===== src/rtl/burst_seq_pkg.sv =====
package burst_seq_pkg;

  // Command from control to datapath for one clock edge
  typedef struct packed {
    logic load;   // capture external address, clear beat number
    logic step;   // move to the next beat
  } seqCmd_t;

  // Secondary enables both in their active state
  function automatic logic secondaryOk(input logic hi, input logic loN);
    return hi & ~loN;
  endfunction

endpackage


===== src/rtl/burst_seq_ctrl.sv =====
module burst_seq_ctrl
  import burst_seq_pkg::*;
(
  input  logic    clk,
  input  logic    rstN,
  input  logic    procStrobeN,
  input  logic    ctrlStrobeN,
  input  logic    advanceN,
  input  logic    selN,
  input  logic    selHi,
  input  logic    selLoN,
  input  logic    writeReq,
  output seqCmd_t cmd,
  output logic    selected,
  output logic    procFirst,
  output logic    deselPulse,
  output logic    writeEff
);

  logic procActive;
  logic ctrlActive;
  logic anyStrobe;
  logic fullSel;
  logic startBurst;
  logic dropSel;

  // the primary enable masks the processor strobe only
  assign procActive = ~procStrobeN & ~selN;
  assign ctrlActive = ~ctrlStrobeN;
  assign anyStrobe  = procActive | ctrlActive;
  assign fullSel    = ~selN & secondaryOk(selHi, selLoN);
  assign startBurst = anyStrobe & fullSel;
  assign dropSel    = anyStrobe & ~fullSel;

  always_comb begin
    cmd      = '0;
    cmd.load = startBurst;
    cmd.step = ~anyStrobe & ~advanceN & selected;
  end

  always_ff @(posedge clk or negedge rstN) begin
    if (!rstN) begin
      selected   <= 1'b0;
      procFirst  <= 1'b0;
      deselPulse <= 1'b0;
      writeEff   <= 1'b0;
    end else if (startBurst) begin
      selected   <= 1'b1;
      procFirst  <= procActive;
      deselPulse <= 1'b0;
      writeEff   <= procActive ? 1'b0 : writeReq;
    end else if (dropSel) begin
      selected   <= 1'b0;
      procFirst  <= 1'b0;
      deselPulse <= 1'b1;
      writeEff   <= 1'b0;
    end else begin
      procFirst  <= 1'b0;
      deselPulse <= 1'b0;
      writeEff   <= selected & writeReq;
    end
  end

endmodule


===== src/rtl/burst_seq_dp.sv =====
module burst_seq_dp
  import burst_seq_pkg::*;
#(
  parameter int ADDR_W = 17,
  parameter int BEAT_W = 2
) (
  input  logic              clk,
  input  logic              rstN,
  input  seqCmd_t           cmd,
  input  logic [ADDR_W-1:0] extAddr,
  input  logic              modeInterleave,
  output logic [ADDR_W-1:0] curAddr
);

  localparam int UPPER_W = ADDR_W - BEAT_W;

  logic [UPPER_W-1:0] upperQ;
  logic [BEAT_W-1:0]  startQ;
  logic [BEAT_W-1:0]  beatQ;
  logic [BEAT_W-1:0]  linBits;
  logic [BEAT_W-1:0]  ilvBits;
  logic [BEAT_W-1:0]  lowBits;

  always_ff @(posedge clk or negedge rstN) begin
    if (!rstN) begin
      upperQ <= '0;
      startQ <= '0;
      beatQ  <= '0;
    end else if (cmd.load) begin
      upperQ <= extAddr[ADDR_W-1:BEAT_W];
      startQ <= extAddr[BEAT_W-1:0];
      beatQ  <= '0;
    end else if (cmd.step) begin
      beatQ  <= beatQ + 1'b1;   // wraps modulo the burst length
    end
  end

  assign linBits = startQ + beatQ;

  genvar gi;
  generate
    for (gi = 0; gi < BEAT_W; gi++) begin : g_ilv
      assign ilvBits[gi] = startQ[gi] ^ beatQ[gi];
    end
  endgenerate

  assign lowBits = modeInterleave ? ilvBits : linBits;
  assign curAddr = {upperQ, lowBits};

endmodule


===== src/rtl/burst_addr_seq.sv =====
module burst_addr_seq
  import burst_seq_pkg::*;
#(
  parameter int ADDR_W = 17,
  parameter int BEAT_W = 2
) (
  input  logic              clk,
  input  logic              rstN,
  input  logic [ADDR_W-1:0] extAddr,
  input  logic              procStrobeN,
  input  logic              ctrlStrobeN,
  input  logic              advanceN,
  input  logic              selN,
  input  logic              selHi,
  input  logic              selLoN,
  input  logic              modeInterleave,
  input  logic              writeReq,
  output logic [ADDR_W-1:0] curAddr,
  output logic              selected,
  output logic              procFirst,
  output logic              deselPulse,
  output logic              writeEff
);

  seqCmd_t cmd;

  burst_seq_ctrl u_ctrl (
    .clk        (clk),
    .rstN       (rstN),
    .procStrobeN(procStrobeN),
    .ctrlStrobeN(ctrlStrobeN),
    .advanceN   (advanceN),
    .selN       (selN),
    .selHi      (selHi),
    .selLoN     (selLoN),
    .writeReq   (writeReq),
    .cmd        (cmd),
    .selected   (selected),
    .procFirst  (procFirst),
    .deselPulse (deselPulse),
    .writeEff   (writeEff)
  );

  burst_seq_dp #(.ADDR_W(ADDR_W), .BEAT_W(BEAT_W)) u_dp (
    .clk           (clk),
    .rstN          (rstN),
    .cmd           (cmd),
    .extAddr       (extAddr),
    .modeInterleave(modeInterleave),
    .curAddr       (curAddr)
  );

endmodule


===== config.mk =====
export PLATFORM = sky130hd
export DESIGN_NAME = burst_addr_seq
export DESIGN_NICKNAME = d
export VERILOG_FILES = /design/src/rtl/burst_seq_pkg.sv /design/src/rtl/burst_seq_ctrl.sv /design/src/rtl/burst_seq_dp.sv /design/src/rtl/burst_addr_seq.sv
export SDC_FILE = /design/constraint.sdc
export NUM_CORES = 1
export LEC_CHECK = 0
export ABC_AREA = 1
export ABC_CLOCK_PERIOD_IN_PS = 1410
export BUFFER_PORTS_ARGS = -buffer_cell sky130_fd_sc_hd__buf_2
export CORE_ASPECT_RATIO = 1.4
export CORE_UTILIZATION = 40
export DETAILED_ROUTE_END_ITERATION = 8
export GPL_ROUTABILITY_DRIVEN = 0
export PLACE_DENSITY = 0.7
export REMOVE_ABC_BUFFERS = 1
export SLEW_MARGIN = 10
export SYNTH_ARGS = -nofsm -noshare
export SYNTH_HDL_FRONTEND = slang
export SYNTH_HIERARCHICAL = 1
export SYNTH_SLANG_ARGS = --single-unit

===== constraint.sdc =====
create_clock -name clk -period 1.41 [get_ports clk]
set_clock_uncertainty 0.1 [all_clocks]
set_input_delay 0.282 -clock clk [delete_from_list [all_inputs] [get_ports clk]]
set_output_delay 0.282 -clock clk [all_outputs]
set_load 0.01 [all_outputs]

**Word level (Yosys, flattened, before mapping)**

Index checks and enable logic that the tools add are counted.

- Output and inout port bits: 21
- Register bits: 23
- Bits of input ports: 27

- Reduce and logical (&&, ||, !) cells: 2
- Mux-type cells: 11
- Bitwise operators: 18
- Add/subtract/negate cells: 2

Operators by type and width:

| operator | count |
|---|---|
| $and 1x1->1 | 8 |
| $mux 1 | 8 |
| $not 1->1 | 7 |
| $mux 2 | 3 |
| $reduce_bool 2->1 | 2 |
| $add 2x1->2 const B | 1 |
| $add 2x2->2 | 1 |
| $xor 1x1->1 | 2 |
| $or 1x1->1 | 1 |

**Longest topological paths before layout**

- Depth in word-level cells: 8
- Mapped depth: 11
- Depth with buffers taken out: 8

**Modules after synthesis**

The synthesis kept the hierarchy.

By module, submodules not included:

| module | area each (um^2) | cells each | instances |
|---|---|---|---|
| burst_seq_dp | 818.3 | 95 | 1 |
| burst_seq_ctrl | 198.9 | 24 | 1 |

**Least setup slack after synthesis**

OpenSTA, ideal clock, no wires.

- Path kind: input -> register
- Start point: input port selLoN
- End point: register u_dp.upperQ[0]
- Arrival time: 1.106 ns
- Library setup time: 0.117 ns
- Cell stages on the path: 11
- Path slack: 0.087 ns
- Buffers on the path: 3
- Cell sequence: inv_1 -> nand2_1 -> nor2_1 -> nand2_1 -> inv_1 -> buf_4 -> buf_6 -> inv_8 -> buf_8 -> nand2_1 -> nand2_1

- Longest elaborated chain between the ends: 4

RTL lines:

| element | RTL line | RTL |
|---|---|---|
| start, declared | burst_addr_seq.sv:15 | `input logic selLoN,` |
| $not 1->1 | burst_seq_pkg.sv:11 | `return hi & ~loN;` |
| $and 1x1->1 | burst_seq_pkg.sv:11 |  |
| $and 1x1->1 | burst_seq_ctrl.sv:31 | `assign fullSel = ~selN & secondaryOk(selHi, selLoN);` |
| $and 1x1->1 | burst_seq_ctrl.sv:32 | `assign startBurst = anyStrobe & fullSel;` |
| named net u_ctrl.startBurst | burst_seq_ctrl.sv:24 | `logic startBurst;` |
| end signal, assigned | burst_seq_dp.sv:30 | `upperQ <= extAddr[ADDR_W-1:BEAT_W];` |
| end, declared | burst_seq_dp.sv:17 | `logic [UPPER_W-1:0] upperQ;` |

The timed path passes the listed nets, and every way through them passes these cells.
A chain may end at the register's enable or synchronous reset.

**Worst setup path after layout**

- Start point: register u_dp.beatQ[0]
- End point: output port curAddr[1]

- Longest elaborated chain between the ends: 2

RTL lines:

| element | RTL line | RTL |
|---|---|---|
| start, declared | burst_seq_dp.sv:19 | `logic [BEAT_W-1:0] beatQ;` |
| start signal, assigned | burst_seq_dp.sv:34 | `beatQ <= beatQ + 1'b1;` |
| $add 2x2->2 | burst_seq_dp.sv:38 | `assign linBits = startQ + beatQ;` |
| $mux 2 | burst_seq_dp.sv:47 | `assign lowBits = modeInterleave ? ilvBits : linBits;` |
| end, declared | burst_addr_seq.sv:18 | `output logic [ADDR_W-1:0] curAddr,` |

No other way between the ends.

==> impl_metrics.ini <==
[timing]
worstMarginPinSlew_ps = 498
drv_slew = 0
fmax_ghz = 0.612
min_period_ps = 1630
slew_headroom = 0.668
period_share = 1.16
hold_violations = 0
setup_ws_ps = -224
setup_violations = 2
tns_ps = -290
rsz0062_at_grt = yes

[placement]
io_buffers = 47
dp_hpwl_mm = 1.61

[power_and_ir_drop]
power_frac_seq = 0.538
p_leak_nw = 0.808
combPwrFrac = 0.276
p_int_w = 0.00108
p_clk_frac = 0.186
power_density_nw_per_um2 = 1140
p_sw_w = 0.000474
p_total_w = 0.00156
p_sw_frac = 0.305
ir_drop_mv = 0.592

[global_routing]
overflow = 0
grt_max_degree = 24
met2_usage = 0.286
grt_use_met3 = 0.0235
grt_use_met1 = 0.189
grt_pass1_wl_mm = 3.31
top_usage_layer = met2
grt_use_total = 0.163
grt_antenna_before_repair = 0
grt_pass1_vias = 847

[route]
dr.pass1.iters = 4
drtAntennaViolNets = 0
via_per_inst = 4.39
first_iter_violations = 24
wire_per_inst_microns = 10.2
drc = 0
routed-via-count = 905
totalWireLength_mm = 2.10

[floorplanning]
die_w_microns = 44.6
die_h_microns = 61.7
initial_core_util = 0.425
die_area_sq_um = 2750
rows = 21
boundaryPins = 48
core_area_sq_um = 2390

[clock_tree]
cts.sinks = 23
h-tree-depth = 1
insertion_delay_ps = 300
tritoncts.num_buffers = 3
tritoncts = yes
cts.reportedPaths.clkPinSlew_ps = 120
clk_path_buf_depth = 2
cts-root-buf = clkbuf_4

[synthesis]
seq_area_frac_synth = 0.566
synthAdderAreaFrac = 0.0123
ys_warn_count = 6
synthXorXnorAreaFrac = 0
synth-simple-area-share = 0.314
ys_types = 16
syn_avg_cell_area_sq_um = 8.55
synth_top_family_by_area = simple AND/OR/NAND/NOR gates
synthMuxAreaShare = 0
synth_seq_cells = 23
synth-compound-area-share = 0.0197
netlist_instances = 119
netlist_area_sq_um = 1020

[cells_and_area]
nets = 201
final_common_cell = nand2_1
drive_above_1_share = 0.401
area_growth_syn_to_layout_pct = 33.9
final_cell_mix = 55 x nand2_1, 46 x buf_2, 23 x dfrtp_1
antennaDiodeCount = 0

[setup_path]
arrival_ps = 1250
path_max_fanout = 2
endpoint_kind = output pin
cp-start-kind = flop
criticalPathCategory = reg2out
cp_data_required_time_ps = 1030

[worst_hold_path]
hp-class = in2reg

[outcome]
violations = negative setup slack
status = complete, but fails checks

[run]
cap_violations = 0
==> flip-flops by register name (all words and copies together) (netlist names) <==
name and count:
u_ctrl/deselPulse 1, u_ctrl/procFirst 1, u_ctrl/selected 1, u_ctrl/writeEff 1, u_dp/beatQ 2, u_dp/startQ 2, u_dp/upperQ 15
==> layer usage <==
metal	share of wire	up-vias
li1	-	463
met1	0.39	414
met2	0.54	26
met3	0.051	2
met4	0.010	0
met5	0	-
==> final cells by class <==
| cell class | count | area, sq um |
|---|---|---|
| clock buffer | 3 | 22.5 |
| clock inverter | 1 | 5.00 |
| fill | 232 | 1030 |
| inverter | 11 | 48.8 |
| multi-input combinational | 81 | 367 |
| sequential | 23 | 576 |
| tap | 34 | 42.5 |
| timing repair buffer | 53 | 302 |
==> what timing repair did <==
item,CTS,global route
setup buffers,2,1
pin swaps,1,1
endpoints found under the setup margin,2,2
endpoints found under the hold margin,23,0
resized for setup,4,1
hold buffers,1,0
==> power by group through the flow <==
stage	Sequential, W	Combinational (W)	Clock (W)
final	0.000837	0.000429	0.000289
after global routing	0.000850	0.000487	0.000332
after CTS	0.000837	0.000430	0.000310
after detailed placement	0.000847	0.000385	0
after global placement	0.000843	0.000373	0
after floorplan	0.000884	0.000150	0
==> cells by family after synthesis <==
family / Yosys count
AO/OA/AOI/OAI: 4
AND/OR/NAND/NOR: 76
adder cells (fa/ha/maj): 1
flip-flops: 23
buffers and inverters: 15
==> synthesized netlist by cell type <==
cell,number,area (sq um)
buf_4,2,15.0
buf_6,1,11.3
buf_8,1,15.0
dfrtp_1,23,576
ha_1,1,12.5
inv_1,10,37.5
inv_8,1,11.3
nand2_1,55,206
nand2_2,6,37.5
nand3_1,4,20.0
nor2_1,7,26.3
nor2_2,2,12.5
nor2_4,1,11.3
nor3_1,1,5.00
o21ai_0,3,15.0
o21ai_1,1,5.00
==> final timing paths <==
path,cells after the start,slack (ps),endpoint,from
worst max-delay path,6,-220,curAddr[1],u_dp/beatQ[0]
worst min-delay path,2,60,u_ctrl/procFirst,procStrobeN
worst max register to register,6,270,u_dp/beatQ[1],u_dp/beatQ[0]
worst min register to register,2,390,u_dp/upperQ[1],u_dp/upperQ[1]
max in group asynchronous,2,490,u_dp/beatQ[1],rstN
min in group asynchronous,2,380,u_dp/upperQ[4],rstN
==> per-stage QoR <==
| stage | cells | hold slack, ps | instance area, sq um | worst slack, ps | util |
|---|---|---|---|---|---|
| after floorplan | 115 | -114 | 976 | -9.62 | - |
| after global placement | 198 | 173 | 1280 | 92.7 | 0.536 |
| after detailed placement | 198 | 181 | 1280 | 32.9 | 0.536 |
| after CTS | 205 | 52.6 | 1350 | -241 | 0.566 |
| after global routing | 206 | 51.0 | 1360 | -294 | 0.570 |
| final | 206 | 64.8 | 1360 | -224 | 0.570 |
==> worst max-delay path: stages, from the launching register on <==
cell and delay, ps:
dfrtp_1 430, ha_4 180, nand2_1 60, nand3_1 60, nand2_1 60, inv_1 30, buf_2 120
Power figures use the tool's default switching activity.
